--- config.mk ---
export PLATFORM = sky130hd
export DESIGN_NAME = tick_timer
export DESIGN_NICKNAME = d
export VERILOG_FILES = /design/src/rtl/tick_timer_pkg.sv /design/src/rtl/tick_timer_decode.sv /design/src/rtl/tick_timer_core.sv /design/src/rtl/tick_timer_regs.sv /design/src/rtl/tick_timer.sv
export SDC_FILE = /design/constraint.sdc
export NUM_CORES = 1
export LEC_CHECK = 0
export BUFFER_PORTS_ARGS = -buffer_cell sky130_fd_sc_hd__buf_2
export CAP_MARGIN = 20
export CORE_ASPECT_RATIO = 2
export CORE_MARGIN = 2
export CORE_UTILIZATION = 58
export DETAILED_ROUTE_END_ITERATION = 8
export PLACE_DENSITY_LB_ADDON = 0.25
export RECOVER_POWER = 50
export SLEW_MARGIN = 10
export SYNTH_ARGS = -nofsm -noshare
export SYNTH_HDL_FRONTEND = slang
export SYNTH_SLANG_ARGS = --single-unit
--- constraint.sdc ---
create_clock -name clk -period 6.9 [get_ports clk]
set_input_delay 1.38 -clock clk [delete_from_list [all_inputs] [get_ports clk]]
set_output_delay 1.38 -clock clk [all_outputs]
set_load 0.01 [all_outputs]
--- src/rtl/tick_timer_pkg.sv ---
package tick_timer_pkg;

    typedef enum logic [1:0] {
        ST_IDLE,
        ST_RUN,
        ST_HOLD
    } tmr_state_e;

    typedef enum logic [2:0] {
        SEL_NONE,
        SEL_CTRL,
        SEL_RELOAD,
        SEL_CURRENT,
        SEL_CALIB
    } reg_sel_e;

    localparam int BIT_EN   = 0;
    localparam int BIT_TINT = 1;
    localparam int BIT_SRC  = 2;
    localparam int BIT_FLAG = 16;

endpackage

--- src/rtl/tick_timer_decode.sv ---
module tick_timer_decode
    import tick_timer_pkg::*;
#(
    parameter int ADDR_W = 8
) (
    input  logic              req_valid,
    input  logic              req_write,
    input  logic              req_priv,
    input  logic [ADDR_W-1:0] req_addr,
    output reg_sel_e          sel,
    output logic              acc_ok,
    output logic              rsp_err,
    output logic              ctl_we,
    output logic              ctl_re,
    output logic              rld_we,
    output logic              cur_we
);
    localparam logic [ADDR_W-1:0] A_CTRL = ADDR_W'(4'h0);
    localparam logic [ADDR_W-1:0] A_RLD  = ADDR_W'(4'h4);
    localparam logic [ADDR_W-1:0] A_CUR  = ADDR_W'(4'h8);
    localparam logic [ADDR_W-1:0] A_CAL  = ADDR_W'(4'hC);

    always_comb begin
        case (req_addr)
            A_CTRL:  sel = SEL_CTRL;
            A_RLD:   sel = SEL_RELOAD;
            A_CUR:   sel = SEL_CURRENT;
            A_CAL:   sel = SEL_CALIB;
            default: sel = SEL_NONE;
        endcase
    end

    assign acc_ok  = req_valid && req_priv;
    assign rsp_err = req_valid && !req_priv;
    assign ctl_we  = acc_ok && req_write  && (sel == SEL_CTRL);
    assign ctl_re  = acc_ok && !req_write && (sel == SEL_CTRL);
    assign rld_we  = acc_ok && req_write  && (sel == SEL_RELOAD);
    assign cur_we  = acc_ok && req_write  && (sel == SEL_CURRENT);

endmodule

--- src/rtl/tick_timer_core.sv ---
module tick_timer_core
    import tick_timer_pkg::*;
#(
    parameter int CNT_W = 24
) (
    input  logic             clk,
    input  logic             rst_n,
    input  logic             ctl_we,
    input  logic             wr_en,
    input  logic             wr_src,
    input  logic             cur_we,
    input  logic             src_sel,
    input  logic             tickint,
    input  logic [CNT_W-1:0] reload,
    input  logic             ext_tick,
    output logic             running,
    output logic [CNT_W-1:0] count,
    output logic             terminal,
    output logic             irq
);
    tmr_state_e       state, state_nxt;
    logic [CNT_W-1:0] cnt_nxt;
    logic             tick, en_on, en_off, src_flip;

    assign tick     = src_sel || ext_tick;
    assign en_on    = ctl_we && wr_en;
    assign en_off   = ctl_we && !wr_en;
    assign src_flip = ctl_we && (wr_src != src_sel);
    assign running  = (state == ST_RUN);

    always_comb begin
        state_nxt = state;
        cnt_nxt   = count;
        terminal  = 1'b0;
        unique case (state)
            ST_IDLE: begin
                if (en_on) begin
                    state_nxt = ST_RUN;
                    cnt_nxt   = reload;
                end
            end
            ST_HOLD: begin
                if (en_on) begin
                    state_nxt = ST_RUN;
                end else if (cur_we) begin
                    state_nxt = ST_IDLE;
                    cnt_nxt   = '0;
                end
            end
            ST_RUN: begin
                if (en_off) begin
                    state_nxt = ST_HOLD;
                end else if (cur_we || src_flip) begin
                    cnt_nxt = reload;
                end else if (tick) begin
                    if (count == '0) begin
                        terminal = 1'b1;
                        cnt_nxt  = reload;
                        if (reload == '0) begin
                            state_nxt = ST_IDLE;
                        end
                    end else begin
                        cnt_nxt = count - 1'b1;
                    end
                end
            end
            default: state_nxt = ST_IDLE;
        endcase
    end

    always_ff @(posedge clk) begin
        if (!rst_n) begin
            state <= ST_IDLE;
            count <= '0;
        end else begin
            state <= state_nxt;
            count <= cnt_nxt;
        end
    end

    always_ff @(posedge clk) begin
        if (!rst_n) begin
            irq <= 1'b0;
        end else begin
            irq <= terminal && tickint;
        end
    end

    AST_ENABLE_LOADS: assert property (@(posedge clk) disable iff (!rst_n)
        (state == ST_IDLE && en_on) |=> (running && count == $past(reload)));

    AST_ZERO_RELOAD_STOP: assert property (@(posedge clk) disable iff (!rst_n)
        (terminal && reload == '0) |=> !running);

    AST_HOLD_FROZEN: assert property (@(posedge clk) disable iff (!rst_n)
        (state == ST_HOLD && !cur_we) |=> $stable(count));

    AST_IRQ_SINGLE: assert property (@(posedge clk) disable iff (!rst_n)
        irq |=> !irq);

    AST_NO_TICK_NO_MOVE: assert property (@(posedge clk) disable iff (!rst_n)
        (running && !ctl_we && !cur_we && !src_sel && !ext_tick) |=> $stable(count));

endmodule

--- src/rtl/tick_timer_regs.sv ---
module tick_timer_regs
    import tick_timer_pkg::*;
#(
    parameter int          CNT_W     = 24,
    parameter logic [31:0] CAL_VALUE = 32'd10000
) (
    input  logic             clk,
    input  logic             rst_n,
    input  reg_sel_e         sel,
    input  logic             acc_ok,
    input  logic             req_write,
    input  logic             rsp_err,
    input  logic             ctl_we,
    input  logic             ctl_re,
    input  logic             rld_we,
    input  logic             cur_we,
    input  logic             wr_tint,
    input  logic             wr_src,
    input  logic [CNT_W-1:0] wr_reload,
    input  logic             running,
    input  logic [CNT_W-1:0] count,
    input  logic             terminal,
    output logic             tickint,
    output logic             src_sel,
    output logic [CNT_W-1:0] reload,
    output logic [31:0]      rdata
);
    logic flag;

    always_ff @(posedge clk) begin
        if (!rst_n) begin
            tickint <= 1'b0;
            src_sel <= 1'b0;
            reload  <= '0;
            flag    <= 1'b0;
        end else begin
            if (ctl_we) begin
                tickint <= wr_tint;
                src_sel <= wr_src;
            end
            if (rld_we) begin
                reload <= wr_reload;
            end
            if (terminal) begin
                flag <= 1'b1;
            end else if (ctl_re || cur_we) begin
                flag <= 1'b0;
            end
        end
    end

    always_comb begin
        rdata = '0;
        if (acc_ok && !req_write) begin
            case (sel)
                SEL_CTRL: begin
                    rdata[BIT_EN]   = running;
                    rdata[BIT_TINT] = tickint;
                    rdata[BIT_SRC]  = src_sel;
                    rdata[BIT_FLAG] = flag;
                end
                SEL_RELOAD:  rdata = 32'(reload);
                SEL_CURRENT: rdata = running ? 32'(count) : 32'd0;
                SEL_CALIB:   rdata = CAL_VALUE;
                default:     rdata = '0;
            endcase
        end
    end

    AST_FLAG_SET: assert property (@(posedge clk) disable iff (!rst_n)
        terminal |=> flag);

    AST_FLAG_CLEAR_ON_READ: assert property (@(posedge clk) disable iff (!rst_n)
        (ctl_re && !terminal) |=> !flag);

    AST_UNPRIV_NO_CHANGE: assert property (@(posedge clk) disable iff (!rst_n)
        (rsp_err && !terminal) |=> ($stable(reload) && $stable(tickint)
                                    && $stable(src_sel) && $stable(flag)));

endmodule

--- src/rtl/tick_timer.sv ---
module tick_timer
    import tick_timer_pkg::*;
#(
    parameter int          ADDR_W    = 8,
    parameter int          CNT_W     = 24,
    parameter logic [31:0] CAL_VALUE = 32'd10000
) (
    input  logic              clk,
    input  logic              rst_n,
    input  logic              req_valid,
    input  logic              req_write,
    input  logic [ADDR_W-1:0] req_addr,
    input  logic [31:0]       req_wdata,
    input  logic              req_priv,
    input  logic              ext_tick,
    output logic [31:0]       rsp_rdata,
    output logic              rsp_err,
    output logic              irq
);
    reg_sel_e         sel;
    logic             acc_ok, ctl_we, ctl_re, rld_we, cur_we;
    logic             running, terminal, tickint, src_sel;
    logic [CNT_W-1:0] count, reload;
    logic             unused_wdata;

    assign unused_wdata = ^req_wdata;

    tick_timer_decode #(.ADDR_W(ADDR_W)) u_decode (
        .req_valid (req_valid),
        .req_write (req_write),
        .req_priv  (req_priv),
        .req_addr  (req_addr),
        .sel       (sel),
        .acc_ok    (acc_ok),
        .rsp_err   (rsp_err),
        .ctl_we    (ctl_we),
        .ctl_re    (ctl_re),
        .rld_we    (rld_we),
        .cur_we    (cur_we)
    );

    tick_timer_core #(.CNT_W(CNT_W)) u_core (
        .clk      (clk),
        .rst_n    (rst_n),
        .ctl_we   (ctl_we),
        .wr_en    (req_wdata[BIT_EN]),
        .wr_src   (req_wdata[BIT_SRC]),
        .cur_we   (cur_we),
        .src_sel  (src_sel),
        .tickint  (tickint),
        .reload   (reload),
        .ext_tick (ext_tick),
        .running  (running),
        .count    (count),
        .terminal (terminal),
        .irq      (irq)
    );

    tick_timer_regs #(.CNT_W(CNT_W), .CAL_VALUE(CAL_VALUE)) u_regs (
        .clk       (clk),
        .rst_n     (rst_n),
        .sel       (sel),
        .acc_ok    (acc_ok),
        .req_write (req_write),
        .rsp_err   (rsp_err),
        .ctl_we    (ctl_we),
        .ctl_re    (ctl_re),
        .rld_we    (rld_we),
        .cur_we    (cur_we),
        .wr_tint   (req_wdata[BIT_TINT]),
        .wr_src    (req_wdata[BIT_SRC]),
        .wr_reload (req_wdata[CNT_W-1:0]),
        .running   (running),
        .count     (count),
        .terminal  (terminal),
        .tickint   (tickint),
        .src_sel   (src_sel),
        .reload    (reload),
        .rdata     (rsp_rdata)
    );

endmodule

# Word-level counts from Yosys, hierarchy flattened
# Cells that the tools add are included.
[word_totals]
register_bits = 54
in_bits = 46
word_cells = 85
[op_classes]
reduce_logical = 26
n_addsub = 1
mux = 31
eq_ne = 20
[ops]
columns = ["operator", "n"]
rows = [
  ["$mux W24", 8],
  ["$pmux W24 S3", 1],
  ["$logic_not A24 Y1", 2],
  ["$pmux W13 S3", 1],
  ["$mux W32", 1],
  ["$pmux W15 S2", 1],
  ["$sub A24 B1 Y24 const B", 1],
  ["$eq A8 B4 Y1 const B", 2],
  ["$mux W2", 8],
  ["$ne A3 B3 Y1 const B", 5],
  ["$logic_and A1 B1 Y1", 12],
  ["$pmux W3 S4", 1],
  ["$reduce_and A6 Y1", 2],
  ["$pmux W3 S3", 1],
  ["$eq A8 B3 Y1 const B", 1],
  ["$logic_not A8 Y1", 1],
  ["$mux W1", 7],
  ["$eq A3 B2 Y1 const B", 2],
  ["$pmux W2 S3", 1],
  ["$ne A2 B1 Y1 const B", 2],
  ["$ne A2 B2 Y1 const B", 2],
  ["$eq A3 B1 Y1 const B", 1],
  ["$eq A3 B3 Y1 const B", 1],
  ["$logic_not A1 Y1", 3],
  ["other kinds (9)", 11],
]

# Longest topological paths before layout
[logic_depth]
depth_word = 10
mapped_depth = 9
depth_no_buf = 8

# Hierarchy
# From an unflattened synthesis, not the netlist that was laid out.
[unflattened]
hier_cells = 447
area_unflattened_um2 = 3684.8
[modules_own_cells]
columns = ["mod", "instances", "area_per_inst_um2", "cells_per_inst"]
rows = [
  ["tick_timer_core", 1, 2003.2, 259],
  ["tick_timer_regs", 1, 1524.0, 168],
  ["tick_timer_decode", 1, 157.7, 20],
]

# Least setup slack after synthesis
# OpenSTA, ideal clock, no wires.
[synth_timing]
path_kind = "input port to output port"
startpoint = "input req_addr[1]"
endpoint = "output rsp_rdata[10]"
t_arrival_ns = 2.962
path_stages = 6
n_path_buf = 1
t_required_ns = 5.520
slack_ns = 2.558
cell_sequence = "nor4_4 -> nand2_1 -> nor4_1 -> clkbuf_1 -> a22oi_1 -> a21oi_1"
[synth_between]
elab_chain_cells = 5
word_cells_on_any_way = 10
classes_between = "eq/ne: 6; mux: 3; reduce/logical: 1"
[synth_lines]
columns = ["element", "line_no", "rtl"]
rows = [
  ["from (decl)", "tick_timer.sv:12", "input logic [ADDR_W-1:0] req_addr,"],
  ["$eq A8 B4 Y1 (tied with other cells)", "tick_timer_decode.sv:24", "case (req_addr)"],
  ["$pmux W3 S4 *", "tick_timer_decode.sv:24", ""],
  ["$eq A3 B3 Y1 or $eq A3 B2 Y1 (tied branches)", "tick_timer_regs.sv:55", "case (sel)"],
  ["$pmux W13 S3 *", "tick_timer_regs.sv:55", ""],
  ["$mux W32 *", "tick_timer_regs.sv:54", "if (acc_ok && !req_write) begin"],
  ["to (decl)", "tick_timer.sv:16", "output logic [31:0] rsp_rdata,"],
]
# Mark *: on every way between the ends. The rest lies on a longest branch, timed or not.

# Worst setup path after layout
[layout_timing]
startpoint = "input req_addr[1]"
endpoint = "output rsp_rdata[4]"
# The elaborated chain is that of the path after synthesis.

==> results.ini <==
[status]
status=finished, final reports clean

[floorplan]
ios=80
coreArea_sq_um=5660
die_w_um=57.9
dieArea_sq_um=6480
die_h_um=112
rows=39
start_util_pct=59.6

[timing]
hold_violations=0
period_minus_slack_ns=4.92
tightest_slew_ns=1.21
rsz0062_at_grt=no
timing.final.crit_share_pct=71.3
setup_viol=0
skew_ns=0.00668
max_slew_margin_pct=19.3
fmax_ghz=0.203
slew_viol_final=0
fin_setup_tns_ns=0

[worst_setup_path]
crit_type=in -> out
crit_required_ns=5.52
path_max_fanout=20
cp.arrival_ns=3.54
crit_buf_inv=2
endpoint_kind=primary output
crit_top_cell=buf_2
cp_slowest_cell=and2_1
startpoint_type=input port
cp_num_cells=7
r2r_cells=6
critical_path.top_delay_family=simple AND/OR/NAND/NOR gates
slowest_delay_ns=0.80
path_cells=buf_2 > nor4_4 > and3_1 > and2_1 > a22oi_1 > a21oi_1 > buf_2

[synth]
synth-simple-area-share_pct=25.9
synth_area_leaders=dfxtp_1, nand2_1, a22oi_1
seq_area_frac_synth_pct=32.0
avgSynthCellArea_sq_um=7.67
yosys.area.top_type=dfxtp_1
synth_fa_ha_area_share_pct=2.23
yosys_most_used_dff=dfxtp_1
synth-xor-area-share_pct=3.38
muxShareOfSynthArea_pct=1.30
synth-async-reset-ratio_pct=0
synth_top_family_by_area=compound AO/OA/AOI/OAI gates
synth_area_sq_um=3370
ys_warn_count=0
synth_edf_count=0
synth_most_common_cell=nand2_1
synth_cells=440
synth.distinct_cells=56
netlist_top_cells_count=nand2_1, dfxtp_1, nor2_1, a21oi_1, a22oi_1
ys_ff_latch=54
synth_compound_gate_area_share_pct=28.6
synth_top_area_share_pct=32.0

[global_routing]
grt_use_total_pct=33.7
grt_pass1_vias=3627
grt_max_degree=36
grt_remaining_overflow=0
grt_antenna_before_repair=0
grt_pass1_wl_um=17100

[pwr]
vdd_drop_max_mv=0.256
cellLeakagePower_nw=1.45
power.total_uw=669
pwr_density_cell_nw_per_um2=177

[clocking]
clk_path_buf_depth=2
cts_tree=yes
cts.clk_slew.worst_paths_ns=0.07
clock_latency_ns=0.30
cts_resized=0
cts_buffers=5
clock-sinks=54
ctsHoldBuffers=0
cts_root_buf=clkbuf_16
htreeDepth=2
post-cts-setup-buffers=0

[detailed_routing]
drtPass1Iterations=6
final_antenna_net_count=0
avgRoutedWirePerCell_um=18.8
drt_iter0_drc=254
vias=3609
wirelength_um=10300
vias_per_cell=6.57
route.detailed.drc=0

[placed_design]
gp_congestion=0.921
hpwl_um=6980
portBuffers=63

[min_path]
min_path_cells=2
holdCritPathClass=reg -> reg

[finish]
area_growth_pct=12.0
final_nets=539
diodes=0
drive_above_1_share_pct=17.4

[flow_run]
drv_cap=0

worst register-to-register path: cells and delay by family, from the launching register on:
kind / cells / cell delay, ns
AO/OA/AOI/OAI: 4 / 1.70
flip-flops: 1 / 0.40
AND/OR/NAND/NOR: 2 / 0.77
metrics by stage:
stage | instances | setup WS (ns) | hold WS (ns) | utilization (%) | instance area (sq um)
3_3_place_gp | 538 | 2.06 | 0.475 | 64.3 | 3640
6_report | 549 | 1.98 | 0.495 | 66.7 | 3780
5_1_grt | 549 | 1.88 | 0.522 | 66.7 | 3780
2_1_floorplan | 447 | 2.56 | 0.452 | - | 3400
4_1_cts | 547 | 2.05 | 0.495 | 67.2 | 3800
3_5_place_dp | 539 | 2.06 | 0.483 | 64.5 | 3650
report_power, final:
part | internal (mW) | switching [mW]
logic | 0.0325 | 0.0573
registers | 0.314 | 0.00364
clock network | 0.144 | 0.118
cell families after synthesis:
group / after synthesis
other: 1
AND/OR/NAND/NOR: 177
buffers and inverters: 45
AO/OA/AOI/OAI: 140
XOR/XNOR: 13
flip-flops: 54
adder cells (fa/ha/maj): 6
multiplexers: 4
final timing paths:
| check | start | to | slack, ns |
|---|---|---|---|
| max reg2reg | u_core.count[4]$_SDFFE_PN0P_ | u_core.count[18]$_SDFFE_PN0P_ | 3.94 |
| min | u_regs.reload[7]$_SDFFE_PN0P_ | u_regs.reload[7]$_SDFFE_PN0P_ | 0.49 |
| max | req_addr[1] | rsp_rdata[4] | 1.98 |
| min reg2reg | u_regs.reload[7]$_SDFFE_PN0P_ | u_regs.reload[7]$_SDFFE_PN0P_ | 0.49 |
registers in the layout, summed over array words and instances (netlist names):
| register | count |
|---|---|
| u_core.count | 24 |
| u_regs.flag | 1 |
| u_regs.src_sel | 1 |
| u_core.state | 2 |
| u_core.irq | 1 |
| u_regs.reload | 24 |
| u_regs.tickint | 1 |
metal layers:
layer / global-route usage [%] / share of wire, % / vias up
met2: 55.8 / 51 / 195
met4: 25.1 / 7.2 / 0
li1: - / - / 1691
met5: 0 / 0 / -
met3: 6.62 / 7.8 / 62
met1: 36.4 / 34 / 1661
layout by cell type, fill, tap and decap left out, types with 10 or more instances in the layout:
master and count:
a221oi_1 12, nor4_1 10, nor2_1 49, xor2_1 10, o21ai_0 18, a21oi_1 42, dfxtp_1 54, buf_2 59
nand2_1 68, a22oi_1 30
final cells by class:
cell class	count	area, sq um
clock inverter	2	12.5
clock buffer	6	139
multi-input combinational	348	2070
tap	61	76.3
inverter	9	33.8
timing repair buffer	69	363
sequential	54	1080
fill	515	1880
(Power assumes the default switching activity.)
